==> src/rtl/sec_timer_pkg.sv <==
package sec_timer_pkg;

  localparam int unsigned ID_W = 16;

  typedef enum logic [1:0] {
    RSP_OK    = 2'd0,
    RSP_UNDEF = 2'd1,
    RSP_TRAP  = 2'd2
  } rsp_kind_e;

  typedef enum logic [1:0] {
    SEL_NONE,
    SEL_CTRL,
    SEL_CMP,
    SEL_TVAL
  } reg_sel_e;

  // identifier layout {op0, op1, CRn, CRm, op2}
  localparam logic [12:0] ID_BASE  = {2'b11, 3'b111, 4'b1110, 4'b0010};
  localparam logic [2:0]  OP2_TVAL = 3'd0;
  localparam logic [2:0]  OP2_CTRL = 3'd1;
  localparam logic [2:0]  OP2_CMP  = 3'd2;

  localparam int unsigned CTL_EN   = 0;
  localparam int unsigned CTL_MASK = 1;
  localparam int unsigned CTL_STAT = 2;

  localparam logic [1:0] LVL0 = 2'd0;
  localparam logic [1:0] LVL1 = 2'd1;
  localparam logic [1:0] LVL2 = 2'd2;
  localparam logic [1:0] LVL3 = 2'd3;

endpackage

==> src/rtl/sec_timer_access.sv <==
module sec_timer_access
  import sec_timer_pkg::*;
(
  input  logic [ID_W-1:0] id_i,
  input  logic [1:0]      lvl_i,
  input  logic            mon_present_i,
  input  logic            secure_i,
  input  logic            sec_l2_en_i,
  input  logic            sec_timer_acc_i,
  output reg_sel_e        sel_o,
  output rsp_kind_e       kind_o
);

  logic [12:0] id_base;
  logic [2:0]  id_op2;

  assign id_base = id_i[ID_W-1:3];
  assign id_op2  = id_i[2:0];

  always_comb begin
    sel_o = SEL_NONE;
    if (id_base == ID_BASE) begin
      case (id_op2)
        OP2_TVAL: sel_o = SEL_TVAL;
        OP2_CTRL: sel_o = SEL_CTRL;
        OP2_CMP:  sel_o = SEL_CMP;
        default:  sel_o = SEL_NONE;
      endcase
    end
  end

  always_comb begin
    kind_o = RSP_UNDEF;
    if (sel_o != SEL_NONE) begin
      case (lvl_i)
        LVL3: kind_o = RSP_OK;
        LVL1: begin
          if (mon_present_i && secure_i) begin
            if (sec_l2_en_i)           kind_o = RSP_UNDEF;
            else if (!sec_timer_acc_i) kind_o = RSP_TRAP;
            else                       kind_o = RSP_OK;
          end
        end
        default: kind_o = RSP_UNDEF;
      endcase
    end
  end

endmodule

==> src/rtl/sec_timer_core.sv <==
module sec_timer_core
  import sec_timer_pkg::*;
#(
  parameter int unsigned CNT_W = 64,
  parameter int unsigned TV_W  = 32
) (
  input  logic             clk,
  input  logic             rst,
  input  logic [CNT_W-1:0] count_i,
  input  logic             wr_en_i,
  input  reg_sel_e         sel_i,
  input  logic [CNT_W-1:0] wdata_i,
  output logic [CNT_W-1:0] rdata_o,
  output logic [CNT_W-1:0] cmp_o,
  output logic             en_o,
  output logic             mask_o,
  output logic             irq_o
);

  localparam int unsigned EXT_W = CNT_W - TV_W;

  logic             en_q;
  logic             mask_q;
  logic [CNT_W-1:0] cmp_q;
  logic             irq_q;
  logic [CNT_W-1:0] elapsed;
  logic [CNT_W-1:0] remain;
  logic [CNT_W-1:0] tval_sext;
  logic             cond;

  assign elapsed   = count_i - cmp_q;
  assign remain    = cmp_q - count_i;
  assign tval_sext = {{EXT_W{wdata_i[TV_W-1]}}, wdata_i[TV_W-1:0]};
  assign cond      = en_q && !elapsed[CNT_W-1];

  always_ff @(posedge clk) begin
    if (rst) begin
      en_q   <= 1'b0;
      mask_q <= 1'b1;
      cmp_q  <= '0;
      irq_q  <= 1'b0;
    end else begin
      irq_q <= cond && !mask_q;
      if (wr_en_i) begin
        case (sel_i)
          SEL_CTRL: begin
            en_q   <= wdata_i[CTL_EN];
            mask_q <= wdata_i[CTL_MASK];
          end
          SEL_CMP:  cmp_q <= wdata_i;
          SEL_TVAL: cmp_q <= count_i + tval_sext;
          default:  ;
        endcase
      end
    end
  end

  always_comb begin
    rdata_o = '0;
    case (sel_i)
      SEL_CTRL: begin
        rdata_o[CTL_EN]   = en_q;
        rdata_o[CTL_MASK] = mask_q;
        rdata_o[CTL_STAT] = cond;
      end
      SEL_CMP:  rdata_o = cmp_q;
      SEL_TVAL: rdata_o = {{EXT_W{1'b0}}, remain[TV_W-1:0]};
      default:  rdata_o = '0;
    endcase
  end

  assign cmp_o  = cmp_q;
  assign en_o   = en_q;
  assign mask_o = mask_q;
  assign irq_o  = irq_q;

endmodule

==> src/rtl/sec_timer_rsp.sv <==
module sec_timer_rsp
  import sec_timer_pkg::*;
#(
  parameter int unsigned DATA_W  = 64,
  parameter int unsigned SYN_W   = 6,
  parameter int unsigned TRAP_EC = 24
) (
  input  logic              clk,
  input  logic              rst,
  input  logic              req_valid_i,
  input  logic              req_write_i,
  input  rsp_kind_e         kind_i,
  input  logic [DATA_W-1:0] rdata_i,
  output logic              rsp_valid_o,
  output logic [1:0]        rsp_kind_o,
  output logic [SYN_W-1:0]  rsp_syn_o,
  output logic [DATA_W-1:0] rsp_rdata_o
);

  localparam logic [SYN_W-1:0] EC_VAL = SYN_W'(TRAP_EC);

  always_ff @(posedge clk) begin
    if (rst) begin
      rsp_valid_o <= 1'b0;
      rsp_kind_o  <= RSP_OK;
      rsp_syn_o   <= '0;
      rsp_rdata_o <= '0;
    end else begin
      rsp_valid_o <= req_valid_i;
      if (req_valid_i) begin
        rsp_kind_o  <= kind_i;
        rsp_syn_o   <= (kind_i == RSP_TRAP) ? EC_VAL : '0;
        rsp_rdata_o <= (kind_i == RSP_OK && !req_write_i) ? rdata_i : '0;
      end
    end
  end

endmodule

==> src/rtl/sec_timer_cmp.sv <==
module sec_timer_cmp
  import sec_timer_pkg::*;
#(
  parameter int unsigned CNT_W   = 64,
  parameter int unsigned TV_W    = 32,
  parameter int unsigned SYN_W   = 6,
  parameter int unsigned TRAP_EC = 24
) (
  input  logic             clk,
  input  logic             rst,
  input  logic [CNT_W-1:0] count_i,
  input  logic             req_valid_i,
  input  logic             req_write_i,
  input  logic [15:0]      req_id_i,
  input  logic [CNT_W-1:0] req_wdata_i,
  input  logic [1:0]       priv_lvl_i,
  input  logic             mon_present_i,
  input  logic             secure_i,
  input  logic             sec_l2_en_i,
  input  logic             sec_timer_acc_i,
  output logic             rsp_valid_o,
  output logic [1:0]       rsp_kind_o,
  output logic [SYN_W-1:0] rsp_syn_o,
  output logic [CNT_W-1:0] rsp_rdata_o,
  output logic             irq_o
);

  reg_sel_e         sel;
  rsp_kind_e        kind;
  logic             wr_en;
  logic [CNT_W-1:0] core_rdata;
  logic [CNT_W-1:0] cmp_val;
  logic             ctrl_en;
  logic             ctrl_mask;

  assign wr_en = req_valid_i && req_write_i && (kind == RSP_OK);

  sec_timer_access i_access (
    .id_i            (req_id_i),
    .lvl_i           (priv_lvl_i),
    .mon_present_i   (mon_present_i),
    .secure_i        (secure_i),
    .sec_l2_en_i     (sec_l2_en_i),
    .sec_timer_acc_i (sec_timer_acc_i),
    .sel_o           (sel),
    .kind_o          (kind)
  );

  sec_timer_core #(
    .CNT_W (CNT_W),
    .TV_W  (TV_W)
  ) i_core (
    .clk     (clk),
    .rst     (rst),
    .count_i (count_i),
    .wr_en_i (wr_en),
    .sel_i   (sel),
    .wdata_i (req_wdata_i),
    .rdata_o (core_rdata),
    .cmp_o   (cmp_val),
    .en_o    (ctrl_en),
    .mask_o  (ctrl_mask),
    .irq_o   (irq_o)
  );

  sec_timer_rsp #(
    .DATA_W  (CNT_W),
    .SYN_W   (SYN_W),
    .TRAP_EC (TRAP_EC)
  ) i_rsp (
    .clk         (clk),
    .rst         (rst),
    .req_valid_i (req_valid_i),
    .req_write_i (req_write_i),
    .kind_i      (kind),
    .rdata_i     (core_rdata),
    .rsp_valid_o (rsp_valid_o),
    .rsp_kind_o  (rsp_kind_o),
    .rsp_syn_o   (rsp_syn_o),
    .rsp_rdata_o (rsp_rdata_o)
  );

endmodule

==> config.mk <==
export PLATFORM = sky130hd
export DESIGN_NAME = sec_timer_cmp
export DESIGN_NICKNAME = d
export VERILOG_FILES = /design/src/rtl/sec_timer_pkg.sv /design/src/rtl/sec_timer_access.sv /design/src/rtl/sec_timer_core.sv /design/src/rtl/sec_timer_rsp.sv /design/src/rtl/sec_timer_cmp.sv
export SDC_FILE = /design/constraint.sdc
export NUM_CORES = 1
export LEC_CHECK = 0
export ABC_AREA = 0
export ABC_CLOCK_PERIOD_IN_PS = 7450
export BUFFER_PORTS_ARGS = -buffer_cell sky130_fd_sc_hd__clkbuf_2
export CORE_ASPECT_RATIO = 1.75
export CORE_MARGIN = 2
export CORE_UTILIZATION = 60
export DETAILED_ROUTE_END_ITERATION = 8
export PLACE_DENSITY_LB_ADDON = 0.05
export SETUP_SLACK_MARGIN = 0.1
export SLEW_MARGIN = 20
export SYNTH_ARGS = -nofsm -noshare
export SYNTH_HDL_FRONTEND = slang
export SYNTH_HIERARCHICAL = 1
export SYNTH_SLANG_ARGS = --single-unit
==> constraint.sdc <==
create_clock -name clk -period 7.45 [get_ports clk]
set_input_delay 1.49 -clock clk [delete_from_list [all_inputs] [get_ports clk]]
set_output_delay 1.49 -clock clk [all_outputs]
set_load 0.02 [all_outputs]
# After elaboration in Yosys (flattened, before gate mapping)
# Index checks and enable logic that the tools add are counted.
word_totals:
  register_bits: 140
  latch_bits: 0
  mem_bits_rw: 0
  mem_bits_ro: 0
  inputBits: 154
  out_inout_bits: 74
  elab_cells: 47
  mem_count: 0
op_classes:
  addsub: 3
  n_mul: 0
  n_div: 0
  magnitude_cmp: 0
  eq_ne: 9
  n_shift: 0
  muxes: 12
  n_bitwise: 0
  reduce_logical: 15
ops:
  columns: ["cell", "count"]
  rows:
  - ["one-hot mux 64 bit (2 select lines)", 1]
  - ["one-hot mux 61 bit (2 select lines)", 1]
  - ["adder 64 bit", 1]
  - ["2-to-1 mux 64 bit", 1]
  - ["subtractor 64 bit", 1]
  - ["subtractor 32 bit", 1]
  - ["== test 13 bit, second input constant", 1]
  - ["2-to-1 mux 2 bit", 5]
  - ["one-hot mux 3 bit (3 select lines)", 1]
  - ["== test 2 bit, second input constant", 4]
  - ["logical AND 1 bit", 6]
  - ["one-hot mux 2 bit (3 select lines)", 1]
  - ["2-to-1 mux 5 bit", 1]
  - ["== test 2 x 1 -> 1 bit, second input constant", 2]
  - ["one-hot mux 2 bit (2 select lines)", 1]
  - ["AND reduction 2 bit", 2]
  - ["nonzero test 2 bit", 2]
  - ["== test 3 x 1 -> 1 bit, second input constant", 1]
  - ["== test 3 x 2 -> 1 bit, second input constant", 1]
  - ["logical NOT 1 bit", 3]
  - ["logical NOT 3 bit", 1]
  - ["logical NOT 2 bit", 1]

# Depth between registers and ports, before layout
logic_depth:
  ltp_word: 8
  mapped_depth: 15
  mapped_depth_nobuf: 15

# Modules after synthesis
# Netlist, hierarchy kept.
by_module_without_submodules:
  columns: ["module", "instances", "cells_each", "area_each_um2", "seq_area_each_um2"]
  rows:
  - ["sec_timer_core", 1, 1451, 10476.3, 1341.3]
  - ["sec_timer_rsp", 1, 239, 2693.8, 1361.3]
  - ["sec_timer_access", 1, 14, 90.1, 0.0]
  - ["sec_timer_cmp", 1, 1, 12.5, 0.0]

# Worst setup path after synthesis
# No wires, ideal clock.
synth_timing:
  kind: "input to register"
  from: "input port req_id_i[2]"
  to: "register i_rsp.rsp_rdata_o[8]"
  setup_time_ps: 117
  arrival_time_ps: 4004
  required_time_ps: 7333
  path_slack_ps: 3328
  stages: 10
  path_buffers: 3
  cell_sequence: "or4_4 > or4_4 > nor2_1 > buf_6 > clkbuf_1 > clkbuf_1 > nor2_1 > o21a_1 > nor2b_1 > a32o_1"
synth_via:
  elab_cells_between_ends: 13
  classes_between: "eq/ne: 4; mux: 5; reduce/logical: 4"
synth_lines:
  columns: ["item", "line_no", "text"]
  rows:
  - ["start, declared", "sec_timer_cmp.sv:14", "input logic [15:0] req_id_i,"]
  - ["== test 3 x 2 -> 1 bit (tied with other cells)", "sec_timer_access.sv:23", "case (id_op2)"]
  - ["one-hot mux 2 bit (3 select lines) (*)", "sec_timer_access.sv:23", null]
  - ["2-to-1 mux 2 bit (*)", "sec_timer_access.sv:22", "if (id_base == ID_BASE) begin"]
  - ["named net sel[0]", "sec_timer_cmp.sv:28", "reg_sel_e sel;"]
  - ["== test 2 bit", "sec_timer_core.sv:60", "case (sel_i)"]
  - ["one-hot mux 61 bit (2 select lines) (*)", "sec_timer_core.sv:60", null]
  - ["named net core_rdata[8]", "sec_timer_cmp.sv:31", "logic [CNT_W-1:0] core_rdata;"]
  - ["2-to-1 mux 64 bit (*)", "sec_timer_rsp.sv:33", "rsp_rdata_o <= (kind_i == RSP_OK && !req_write_i) ? rdata_i : '0;"]
  - ["end signal, assigned", "sec_timer_rsp.sv:33", null]
  - ["end, declared", "sec_timer_rsp.sv:17", "output logic [DATA_W-1:0] rsp_rdata_o"]
# The timed path passes the listed nets; every way through them passes the cells marked *.
# A chain may end at the register's enable or synchronous reset.

# Final worst setup path
layout_timing:
  from: "input port count_i[0]"
  to: "register i_rsp.rsp_rdata_o[12]"
layout_via:
  elab_chain_cells: 3
layout_rtl:
  columns: ["item", "line_no", "text"]
  rows:
  - ["start, declared", "sec_timer_cmp.sv:11", "input logic [CNT_W-1:0] count_i,"]
  - ["subtractor 32 bit", "sec_timer_core.sv:32", "assign remain = cmp_q - count_i;"]
  - ["one-hot mux 61 bit (2 select lines)", "sec_timer_core.sv:60", null]
  - ["named net core_rdata[12]", "sec_timer_cmp.sv:31", null]
  - ["2-to-1 mux 64 bit", "sec_timer_rsp.sv:33", null]
# The timed path passes the listed nets, and every way through them passes these cells.

==> report_table.html <==
<table>
<tr><th>Metric</th><th>Value</th></tr>
<tr><th colspan="2">Status</th></tr>
<tr><td>Outcome</td><td>finished, final reports clean</td></tr>
<tr><th colspan="2">Power and ir drop</th></tr>
<tr><td>Internal power of the cells</td><td>1.47 mW</td></tr>
<tr><td>Switching pwr</td><td>0.693 mW</td></tr>
<tr><td>Clk network pwr share</td><td>41.0%</td></tr>
<tr><td>Sequential share of power</td><td>33.4%</td></tr>
<tr><td>Power per cell area</td><td>145 nW/µm²</td></tr>
<tr><td>Switching share of power</td><td>32.0%</td></tr>
<tr><td>Part of the total power dissipated in combinational logic</td><td>25.7%</td></tr>
<tr><td>LEAKAGE</td><td>6.65 nW</td></tr>
<tr><td>Worst vdd rail ir drop</td><td>0.000134 V</td></tr>
<tr><th colspan="2">Worst setup path</th></tr>
<tr><td>WP buf/inv</td><td>1</td></tr>
<tr><td>Critical Setup Path Class</td><td>in2reg</td></tr>
<tr><td>Family with the most delay on the worst path</td><td>compound AO/OA/AOI/OAI gates</td></tr>
<tr><td>Crit path required time</td><td>7.78 ns</td></tr>
<tr><td>Worst Path Arrival</td><td>5.16 ns</td></tr>
<tr><td>Worst-path cell chain</td><td>clkbuf_2 &gt; ha_1 &gt; fa_1 &gt; nand2b_1 &gt; a21boi_0 &gt; o21ai_0 &gt; a21oi_1 &gt; o2111a_1 &gt; or3_1 &gt; a21oi_1 &gt; xnor2_1 &gt; mux2i_1 &gt; nor2b_1 &gt; nor2b_1 &gt; a32o_1</td></tr>
<tr><td>Delay contributed by the slowest stage of the critical path</td><td>0.63 ns</td></tr>
<tr><td>Worst-path maximum fanout</td><td>4</td></tr>
<tr><td>Slowest cell on the critical path</td><td>sky130_fd_sc_hd__mux2i_1</td></tr>
<tr><td>Crit. End Element</td><td>register</td></tr>
<tr><td>Worst setup SP type</td><td>primary input</td></tr>
<tr><th colspan="2">Place</th></tr>
<tr><td>Inst Count DP</td><td>2128</td></tr>
<tr><td>Total of buffers placed on input and output ports</td><td>223</td></tr>
<tr><td>Post-DP HPWL</td><td>36.5 mm</td></tr>
<tr><td>Final weighted congestion in routability-driven placement</td><td>0.999</td></tr>
<tr><th colspan="2">Final layout</th></tr>
<tr><td>Antenna cells</td><td>0</td></tr>
<tr><td>Ratio of cells with drive above 1 in the final layout</td><td>15.9%</td></tr>
<tr><td>Fillcell total</td><td>1951</td></tr>
<tr><td>Most common cell after layout, fill and taps aside</td><td>sky130_fd_sc_hd__clkbuf_2</td></tr>
<tr><td>Synth-to-layout area growth</td><td>12.4%</td></tr>
<tr><td>Final design utilization</td><td>68.2%</td></tr>
<tr><td>Final instance count without filler cells</td><td>2160</td></tr>
<tr><td>Top library cells by usage in the layout, fill and taps aside</td><td>223 x sky130_fd_sc_hd__clkbuf_2, 157 x sky130_fd_sc_hd__a21oi_1, 157 x sky130_fd_sc_hd__ha_1</td></tr>
<tr><td>Total Nets Final</td><td>2164</td></tr>
<tr><th colspan="2">Timing</th></tr>
<tr><td>Number of hold violations in the final report</td><td>0</td></tr>
<tr><td>Max-slew violation count</td><td>0</td></tr>
<tr><td>Max Fclk</td><td>207 MHz</td></tr>
<tr><td>Unrepaired setup endpoints after global routing</td><td>no</td></tr>
<tr><td>Setup violators final</td><td>0</td></tr>
<tr><td>Skew final</td><td>0.00883 ns</td></tr>
<tr><td>Worst-margin pin slew</td><td>0.994 ns</td></tr>
<tr><td>Final Cycle Share</td><td>64.9%</td></tr>
<tr><td>Final period demand of the worst path</td><td>4.83 ns</td></tr>
<tr><td>Max-Slew Margin vs Limit</td><td>33.7%</td></tr>
<tr><td>Setup TNS</td><td>0 ns</td></tr>
<tr><th colspan="2">Clock tree</th></tr>
<tr><td>Root Buffer Master</td><td>sky130_fd_sc_hd__clkbuf_16</td></tr>
<tr><td>CTS tree</td><td>yes</td></tr>
<tr><td>Clock buffer depth</td><td>2</td></tr>
<tr><td>Cts hold-fix bufs</td><td>0</td></tr>
<tr><td>Post-cts repair resize count</td><td>0</td></tr>
<tr><td>Clock-pin slew on the worst setup and hold paths</td><td>0.06 ns</td></tr>
<tr><td>TritonCTS Sinks</td><td>135</td></tr>
<tr><td>Skew-Pair Late Insertion Delay</td><td>0.43 ns</td></tr>
<tr><td>Post-CTS Setup Bufs</td><td>0</td></tr>
<tr><td>Num CTS Buffers</td><td>17</td></tr>
<tr><td>CTS H-tree lvls</td><td>4</td></tr>
<tr><th colspan="2">Global route</th></tr>
<tr><td>Initial antenna violation count</td><td>1</td></tr>
<tr><td>Pin count of the biggest net entering global routing</td><td>83</td></tr>
<tr><td>First-pass GRT wire length</td><td>72.4 mm</td></tr>
<tr><td>GRT Residual Overflow</td><td>0</td></tr>
<tr><td>Overall track demand over capacity in global routing</td><td>40.7%</td></tr>
<tr><td>Vias in the first global route</td><td>13500</td></tr>
<tr><th colspan="2">Floorplanning</th></tr>
<tr><td>Count of standard-cell rows</td><td>72</td></tr>
<tr><td>X dimension of the die</td><td>116 µm</td></tr>
<tr><td>Core Box Area</td><td>21900 µm²</td></tr>
<tr><td>IO Pins</td><td>228</td></tr>
<tr><td>Die Outline Area</td><td>23400 µm²</td></tr>
<tr><td>Starting utilization of the core area</td><td>60.6%</td></tr>
<tr><td>Die span in y</td><td>201 µm</td></tr>
<tr><th colspan="2">Logic synthesis</th></tr>
<tr><td>Post-synth cell types</td><td>87</td></tr>
<tr><td>Count of yosys warnings during synthesis</td><td>6</td></tr>
<tr><td>Leading register cell type out of synthesis</td><td>sky130_fd_sc_hd__dfxtp_1</td></tr>
<tr><td>Dominant cells by area after synthesis</td><td>sky130_fd_sc_hd__dfxtp_1 20%, sky130_fd_sc_hd__ha_1 15%, sky130_fd_sc_hd__a21oi_1 5.9%</td></tr>
<tr><td>Proportion of synthesized flip-flops having asynchronous set or reset</td><td>0%</td></tr>
<tr><td>Part of the Yosys area used for sequential elements</td><td>20.4%</td></tr>
<tr><td>Synth area leader</td><td>sky130_fd_sc_hd__dfxtp_1</td></tr>
<tr><td>Number of instances in the synthesized netlist</td><td>1705</td></tr>
<tr><td>Flip-flop and latch count after synthesis</td><td>135</td></tr>
<tr><td>Post-Synthesis Cell Area</td><td>13300 µm²</td></tr>
<tr><td>Proportion of netlist area held by the largest area contributor</td><td>20.4%</td></tr>
<tr><td>Number of enable flip-flop cells after synthesis</td><td>0</td></tr>
<tr><td>Avg Cell Area, Syn</td><td>7.78 µm²</td></tr>
<tr><th colspan="2">Detailed routing</th></tr>
<tr><td>Post-detailed-routing wire length</td><td>47.6 mm</td></tr>
<tr><td>Routed vias</td><td>13800</td></tr>
<tr><td>Wirelength per Cell</td><td>22.0 µm</td></tr>
<tr><td>Vias per inst</td><td>6.40</td></tr>
<tr><td>Count of routing violations after the opening detailed-route iteration</td><td>954</td></tr>
<tr><td>Count of antenna-violating nets left after detailed routing</td><td>0</td></tr>
<tr><td>TritonRoute pass-1 iters</td><td>6</td></tr>
<tr><td>Remaining routing DRC violations</td><td>0</td></tr>
<tr><th colspan="2">Worst hold path</th></tr>
<tr><td>Hold Path Class</td><td>reg2reg</td></tr>
<tr><th colspan="2">Job</th></tr>
<tr><td>Count of maximum capacitance violations</td><td>0</td></tr>
</table>
logic make-up after synthesis:
kind of cell,count (synthesis),share of synthesized area [%]
xor+xnor,80,5.28
simple gates,496,19.3
buf+inv,233,7.79
mux,13,0.990
compound gates,588,31.2
fa+ha+maj,159,15.1
other cells,1,0.0283
flops,135,20.4
worst register-to-register path: stages, from the launching register on:
cell and delay, ns:
sky130_fd_sc_hd__dfxtp_1 0.39, sky130_fd_sc_hd__inv_1 0.07, sky130_fd_sc_hd__ha_1 0.21, sky130_fd_sc_hd__fa_1 0.42
sky130_fd_sc_hd__nand2b_1 0.16, sky130_fd_sc_hd__a21boi_0 0.22, sky130_fd_sc_hd__o21ai_0 0.18, sky130_fd_sc_hd__a21oi_1 0.37
sky130_fd_sc_hd__o2111a_1 0.27, sky130_fd_sc_hd__or3_1 0.24, sky130_fd_sc_hd__a21oi_1 0.12, sky130_fd_sc_hd__xnor2_1 0.14
sky130_fd_sc_hd__mux2i_1 0.63, sky130_fd_sc_hd__nor2b_1 0.11, sky130_fd_sc_hd__nor2b_1 0.16, sky130_fd_sc_hd__a32o_1 0.28
sequential cells by signal, indices dropped and copies added, names as in the netlist:
name	flops
i_core/mask_o	1
i_core/en_o	1
i_rsp/rsp_valid_o	1
i_rsp/rsp_rdata_o	64
i_rsp/rsp_syn_o	1
i_rsp/rsp_kind_o	2
i_core/irq_o	1
i_core/cmp_o	64
through the flow:
stage                     instance area [µm²]  setup WS, ns  power, mW  hold slack [ns]
after floorplan                         13300          3.33       1.12            0.416
after CTS                               14900          2.87       2.16            0.464
after global routing                    14900          2.44       2.25            0.478
after global placement                  14300          2.56       1.27            0.447
final                                   14900          2.62       2.17            0.465
after detailed placement                14300          2.46       1.28            0.453
cell usage after synthesis, types with 13 or more instances:
master,count
sky130_fd_sc_hd__o21a_1,24
sky130_fd_sc_hd__inv_1,120
sky130_fd_sc_hd__xor2_1,31
sky130_fd_sc_hd__nor3_1,19
sky130_fd_sc_hd__nand2_1,143
sky130_fd_sc_hd__o211ai_1,15
sky130_fd_sc_hd__ha_1,157
sky130_fd_sc_hd__o21ai_0,74
sky130_fd_sc_hd__a21oi_1,157
sky130_fd_sc_hd__a31oi_1,20
sky130_fd_sc_hd__buf_2,15
sky130_fd_sc_hd__nor2_1,91
sky130_fd_sc_hd__xnor2_1,49
sky130_fd_sc_hd__nand4_1,34
sky130_fd_sc_hd__o21bai_1,15
sky130_fd_sc_hd__nand3_1,15
sky130_fd_sc_hd__o221ai_1,43
sky130_fd_sc_hd__and2_1,39
sky130_fd_sc_hd__clkbuf_1,70
sky130_fd_sc_hd__nand2b_1,13
sky130_fd_sc_hd__a21o_1,87
sky130_fd_sc_hd__nor2b_1,85
sky130_fd_sc_hd__a211oi_1,18
sky130_fd_sc_hd__a32o_1,64
sky130_fd_sc_hd__dfxtp_1,135
area by class of cell:
class	count	area (µm²)	area share [%]
sequential	135	2700	18.1
clock inverter	13	170	1.14
tap	296	370	2.48
multi-input combinational	1340	9570	64.1
timing repair buffer	237	1220	8.18
inverter	120	450	3.02
clock buffer	19	443	2.97
layer usage:
metal | track usage [%] | part of all wire [%] | routed length, µm | vias up
met5 | 0 | 0 | 0 | -
met4 | 36.7 | 10 | 4970 | 0
met3 | 9.45 | 6.9 | 3270 | 204
met2 | 71.1 | 51 | 24200 | 622
met1 | 37.7 | 32 | 15100 | 6490
li1 | - | - | - | 6518
final timing paths:
| check | start | end | depth (start not counted) | slack, ns |
|---|---|---|---|---|
| max | count_i[0] | i_rsp/rsp_rdata_o[12]$_SDFFE_PP0P_ | 15 | 2.62 |
| min reg2reg | i_rsp/rsp_rdata_o[63]$_SDFFE_PP0P_ | i_rsp/rsp_rdata_o[63]$_SDFFE_PP0P_ | 1 | 0.47 |
| max reg2reg | i_core/cmp_o[0]$_SDFFE_PP0P_ | i_rsp/rsp_rdata_o[12]$_SDFFE_PP0P_ | 15 | 3.38 |
| min | i_rsp/rsp_rdata_o[63]$_SDFFE_PP0P_ | i_rsp/rsp_rdata_o[63]$_SDFFE_PP0P_ | 1 | 0.47 |
power by group through the flow:
stage / Clock [mW] / Combinational [mW] / Sequential [mW]
after floorplan: 0 / 0.378 / 0.740
after global placement: 0 / 0.534 / 0.739
after detailed placement: 0 / 0.536 / 0.739
after CTS: 0.895 / 0.541 / 0.723
after global routing: 0.928 / 0.602 / 0.722
final: 0.888 / 0.556 / 0.723
Power figures use the tool's default switching activity.
